--- src/rtl/prio_mask_unit.sv ---
module prio_mask_unit #(
  parameter int DATA_W  = 32,
  parameter int PRIO_W  = 8,
  parameter int EXEC_W  = 10,
  parameter int SEL_W   = 8,
  parameter bit HAS_SEC = 1'b1
) (
  input  logic                     clk,
  input  logic                     rst_n,
  input  logic                     sec_state,
  input  logic [PRIO_W-1:0]        grp_mask,
  input  logic [SEL_W-1:0]         sel,
  input  logic                     wr_en,
  input  logic [DATA_W-1:0]        wr_data,
  output logic [DATA_W-1:0]        rd_data,
  output logic signed [EXEC_W-1:0] exec_prio
);
  localparam logic [SEL_W-1:0] SEL_PMASK = SEL_W'(16);
  localparam logic [SEL_W-1:0] SEL_BASE  = SEL_W'(17);
  localparam logic [SEL_W-1:0] SEL_RAISE = SEL_W'(18);
  localparam logic [SEL_W-1:0] SEL_FMASK = SEL_W'(19);
  localparam logic signed [EXEC_W-1:0] PRIO_NONE = EXEC_W'(1 << PRIO_W);
  localparam logic signed [EXEC_W-1:0] PRIO_FAULT = '1;

  logic [1:0][PRIO_W-1:0] bpri_q;
  logic                   pmask_q, fmask_q;
  logic                   bank;
  logic [PRIO_W-1:0]      cur, wval;
  logic                   raise_ok;
  logic                   unused;

  assign bank     = HAS_SEC ? sec_state : 1'b0;
  assign cur      = bpri_q[bank];
  assign wval     = wr_data[PRIO_W-1:0];
  assign raise_ok = (wval != '0) && ((wval < cur) || (cur == '0));
  assign unused   = ^wr_data[DATA_W-1:PRIO_W] ^ (HAS_SEC ? 1'b0 : sec_state);

  always_ff @(posedge clk or negedge rst_n) begin
    if (!rst_n) begin
      bpri_q  <= '0;
      pmask_q <= 1'b0;
      fmask_q <= 1'b0;
    end else if (wr_en) begin
      case (sel)
        SEL_PMASK: pmask_q <= wr_data[0];
        SEL_FMASK: fmask_q <= wr_data[0];
        SEL_BASE:  bpri_q[bank] <= wval;
        SEL_RAISE: if (raise_ok) bpri_q[bank] <= wval;
        default: ;
      endcase
    end
  end

  always_comb begin
    case (sel)
      SEL_PMASK:           rd_data = DATA_W'(pmask_q);
      SEL_FMASK:           rd_data = DATA_W'(fmask_q);
      SEL_BASE, SEL_RAISE: rd_data = DATA_W'(cur);
      default:             rd_data = '0;
    endcase
  end

  always_comb begin
    if (fmask_q)          exec_prio = PRIO_FAULT;
    else if (pmask_q)     exec_prio = '0;
    else if (cur != '0)   exec_prio = EXEC_W'(cur & grp_mask);
    else                  exec_prio = PRIO_NONE;
  end
endmodule


--- config.mk ---
export PLATFORM = sky130hd
export DESIGN_NAME = prio_mask_unit
export DESIGN_NICKNAME = d
export VERILOG_FILES = /design/src/rtl/prio_mask_unit.sv
export SDC_FILE = /design/constraint.sdc
export NUM_CORES = 1
export LEC_CHECK = 0
export BUFFER_PORTS_ARGS = -buffer_cell sky130_fd_sc_hd__buf_2
export CORE_UTILIZATION = 30
export DETAILED_ROUTE_END_ITERATION = 16
export GPL_ROUTABILITY_DRIVEN = 0
export GPL_TIMING_DRIVEN = 0
export HOLD_SLACK_MARGIN = 0.15
export PLACE_DENSITY = 0.63
export SYNTH_ARGS = -nofsm -noshare
export SYNTH_HDL_FRONTEND = slang
export SYNTH_SLANG_ARGS = --single-unit
--- constraint.sdc ---
create_clock -name clk -period 3.3 [get_ports clk]
set_clock_uncertainty 0.15 [all_clocks]
set_input_delay 0.165 -clock clk [delete_from_list [all_inputs] [get_ports clk]]
set_output_delay 0.165 -clock clk [all_outputs]
set_load 0.01 [all_outputs]
==> results <==
- The area overhead of the layout relative to synthesis is 37.2%.
- The die area is 0.00517 mm².
- The largest individual stage delay along the critical path comes from the cell sky130_fd_sc_hd__nor3_1.
- For this configuration, the core starts out at a cell density of 0.310.
- The number of synthesized register bits is 18.
- The average size of a mapped cell is 10.3 µm².
- TritonCTS built the clock tree.
- The xor/xnor share of the synthesized area is 0.00598.
- The fraction of power spent switching nets is 0.289.
- The share of the Yosys chip area taken by registers is 0.307.
- The total power divided by cell area is 294 mW/mm².
- The final setup violation count is 0.
- The net count of the finished layout is ~280.
- The wire length of the first global-routing pass is 5630 µm.
- The top cell types in the final layout, fill and taps aside, are 44 x sky130_fd_sc_hd__buf_2, 26 x sky130_fd_sc_hd__buf_4, 24 x sky130_fd_sc_hd__conb_1.
- In this run the worst path has a maximum fanout of 8.
- STA classifies the critical path endpoint as a flip-flop.
- The final worst-path cycle share is 0.817.
- The classification of the worst-slack hold path is in -> reg.
- The design draws 592 µW.
- The maximum clock frequency is between 300 and 400 MHz.
- The sink count of the clock tree is 18.
- The synthesized netlist occupies a cell area of 0.00147 mm².
- The worst-skew pair later-pin latency is 0.25 ns.
- The main combinational cell family by area after synthesis is multiplexers.
- The kind of start point of the critical path is a flip-flop.
- The count of buffering cells on the critical path with inverters included is 0.
- The die is 71.9 µm tall.
- The maximum number of pins on one net before global-route repair is 19.
- The synthesized instance count is approximately 140.
- The part of the total power dissipated in combinational logic is 0.290.
- The share of the synthesized area in compound gates (AO/OA/AOI/OAI) is 0.124.
- The floorplan step set the die width to 71.9 µm.
- The top-level port count is 94.
- Dividing the detail-routed via count by the number of cells gives 4.29.
- After filler insertion, the fill cell instance count of the layout stands at 478.
- The sequential cell fraction of total power is 0.405.
- The worst path in the final design needs a cycle of about 2.7 ns, including I/O delays and setup.
- The area share of fa/ha/maj cells after synthesis is 0.0598.
- The worst register-to-register path has a depth of 7.
- The repair_antennas step left the layout with diodes totalling 0.
- The first-pass iteration count of the detailed router is 4.
- The net switching power is 171 µW.
- The category of the most critical setup path is reg -> reg.
- The tightest slew margin relative to the limit is 0.580.
- The flow ran to the end, and the final reports show no timing, DRC or antenna violations.
- In this run, the number of DRC markers left after iteration 0 of detailed routing was 53.
- The critical path depth in cells is 7.
- In this run the number of H-tree levels came out at 1.
- The routed design has 3420 µm of wire.
- Port buffering added 44 buffers.
- The fraction of layout cells with a size suffix above 1 is 0.466.
- Clock-pin slew was measured on the worst setup and hold paths at 0.07 ns.
- The maximum vdd ir drop is 0.196 mV.
- The remaining routing DRC violations is 0.
- In this run the static leakage power is 0.00112 µW.
- Once placement completed, the tool counted placed cells totaling 276.
- The count of placed standard cells in the final layout, fillers left out is 290.
- Summing all flip-flop and latch instances after layout gives 450 µm².
- The largest single stage delay on the critical path is roughly 0.54 ns.
- The final hold violation count is 0.
- The arrival time of the worst setup path is 2.69 ns.
- In the final layout, the multi-input gates occupy 876 µm².
- The total count of max-transition violations in the final report came to 0.
- The quantity of gates resized following cts is 0.
- The total congestion overflow after global routing is 0.
- The count of vias placed by the detailed router is 1,244.
- The initialized floorplan defines 25 standard-cell rows.
- Across every metal layer, demand over resource in global routing totals 0.141.
- The core box area is 0.00472 mm².
- The initial antenna violation count is 0.
- The max-capacitance violation count is 0.
- The library cell used most frequently in the layout, excluding fill and tap cells, is sky130_fd_sc_hd__buf_2.
- The clock root buffer is sky130_fd_sc_hd__clkbuf_8.
- At the end of the flow the core is filled with cells to 0.426.
- Counting distinct cell types in the post-synthesis netlist gives 29.
- The clock passes through at most 2 buffers.
- The worst hold path stage count is 3.
- Broken down by cell family, the worst path's largest delay share belongs to multiplexers.
- The slew at the pin with the worst max-slew slack is 0.624 ns.
- Once detailed placement completed, the half-perimeter wirelength came to about 2800 µm.
- At the worst endpoint, the required time is 3.29 ns.
- The number of global-route vias before repair came to 1,157.
- The CTS buffer count is 3.
- The area share of and/or/nand/nor cells after synthesis is 0.124.
- The signal on the critical path passes through mux2i_1, ha_1, a21oi_1, o21ai_0, nor3_1, o311ai_4, mux2_4.
- The number of nets still failing antenna checks after routing is 0.
- The share of total power dissipated in the clock network is 0.304.
- Setup repair after global routing left no endpoint under its margin.
- During synthesis, Yosys emitted a total of 0 warnings.
- The internal power component is 420 µW.
- In the final routed layout, each cell accounts on average for 11.8 µm.
- Measured against the total synthesized area, the mux share comes to 0.223.
- The summed negative setup slack over all endpoints is 0 ns.
-- final timing paths --
kind	startpoint	to	slack, ns
hold / removal	sel[0]	fmask_q$_DFFE_PN0P_	0.16
setup reg to reg	bpri_q[15]$_DFFE_PN0P_	bpri_q[12]$_DFFE_PN0P_	0.60
min in group asynchronous	rst_n	bpri_q[10]$_DFFE_PN0P_	0.22
max in group asynchronous	rst_n	bpri_q[7]$_DFFE_PN0P_	2.49
hold reg to reg	bpri_q[7]$_DFFE_PN0P_	bpri_q[7]$_DFFE_PN0P_	0.39
setup / recovery	bpri_q[15]$_DFFE_PN0P_	bpri_q[12]$_DFFE_PN0P_	0.60
-- cell usage after synthesis --
library cell / count / area, µm²
sky130_fd_sc_hd__a211oi_1: 1 / 7.51
sky130_fd_sc_hd__a21o_1: 1 / 7.51
sky130_fd_sc_hd__a21oi_1: 3 / 15.0
sky130_fd_sc_hd__a31o_2: 5 / 43.8
sky130_fd_sc_hd__and2b_1: 1 / 7.51
sky130_fd_sc_hd__buf_4: 26 / 195
sky130_fd_sc_hd__clkbuf_1: 2 / 7.51
sky130_fd_sc_hd__conb_1: 1 / 3.75
sky130_fd_sc_hd__dfrtp_1: 18 / 450
sky130_fd_sc_hd__ha_1: 7 / 87.6
sky130_fd_sc_hd__inv_1: 6 / 22.5
sky130_fd_sc_hd__mux2_2: 17 / 191
sky130_fd_sc_hd__mux2_4: 3 / 45.0
sky130_fd_sc_hd__mux2i_1: 9 / 90.1
sky130_fd_sc_hd__nand2_1: 7 / 26.3
sky130_fd_sc_hd__nand3_1: 3 / 15.0
sky130_fd_sc_hd__nand4_1: 2 / 12.5
sky130_fd_sc_hd__nor2_1: 11 / 41.3
sky130_fd_sc_hd__nor2b_1: 1 / 6.26
sky130_fd_sc_hd__nor3_1: 1 / 5.00
sky130_fd_sc_hd__nor3_4: 1 / 16.3
sky130_fd_sc_hd__nor4_1: 6 / 37.5
sky130_fd_sc_hd__o2111a_4: 1 / 20.0
sky130_fd_sc_hd__o211ai_1: 1 / 7.51
sky130_fd_sc_hd__o21ai_0: 1 / 5.00
sky130_fd_sc_hd__o21bai_1: 3 / 22.5
sky130_fd_sc_hd__o311ai_4: 2 / 52.6
sky130_fd_sc_hd__or4b_4: 1 / 13.8
sky130_fd_sc_hd__xor2_1: 1 / 8.76
-- tightest hold or removal path, stage by stage --
cell and delay (ns):
sky130_fd_sc_hd__buf_2 0.13, sky130_fd_sc_hd__nand4_1 0.09, sky130_fd_sc_hd__mux2_2 0.15
-- sequential cells by signal, indices dropped and copies added (netlist names) --
name and count:
bpri_q 16, fmask_q 1, pmask_q 1
-- cell families after synthesis --
logic type               Yosys count
flip-flops                        18
XOR/XNOR                           1
other                              1
AND/OR/NAND/NOR                   34
buffers and inverters             34
AO/OA/AOI/OAI                     18
multiplexers                      29
adder cells (fa/ha/maj)            7
-- power by group through the flow --
stage / clock [µW] / combinational (µW) / sequential (µW)
final: 180 / 172 / 240
after CTS: 185 / 173 / 240
after floorplan: 0 / 111 / 241
after global placement: 0 / 160 / 244
after detailed placement: 0 / 163 / 244
after global routing: 195 / 191 / 241
-- per-stage QoR --
stage	setup slack [ns]	cell area [µm²]	hold WS, ns
finish	0.605	2010	0.163
global route	0.500	2010	0.182
CTS	0.597	2010	0.153
detailed placement	0.463	1860	-0.0250
global placement	0.476	1860	-0.0286
floorplan	0.905	1550	-0.281
-- per-layer routing --
layer | track usage | routed length (µm) | up-vias
met3 | 0.0309 | 170 | 4
met2 | 0.234 | 1690 | 41
met4 | 0.0261 | 14 | 0
met1 | 0.191 | 1550 | 571
li1 | - | - | 628
met5 | 0 | 0 | -
-- area by class of cell --
type | instances | share of cell area
multi-input cells | 113 | 0.436
plain buffers | 28 | 0.101
well taps | 67 | 0.0417
inverters | 6 | 0.0112
clock buffers | 4 | 0.0274
flip-flops and latches | 18 | 0.224
repair buffers | 54 | 0.159
-- timing repair --
action                                  4_1_cts  5_1_grt
hold buffers                                 10        0
endpoints found under the setup margin        0        0
setup buffers                                 0        0
endpoints found under the hold margin        36        0
(Power assumes the default switching activity.)
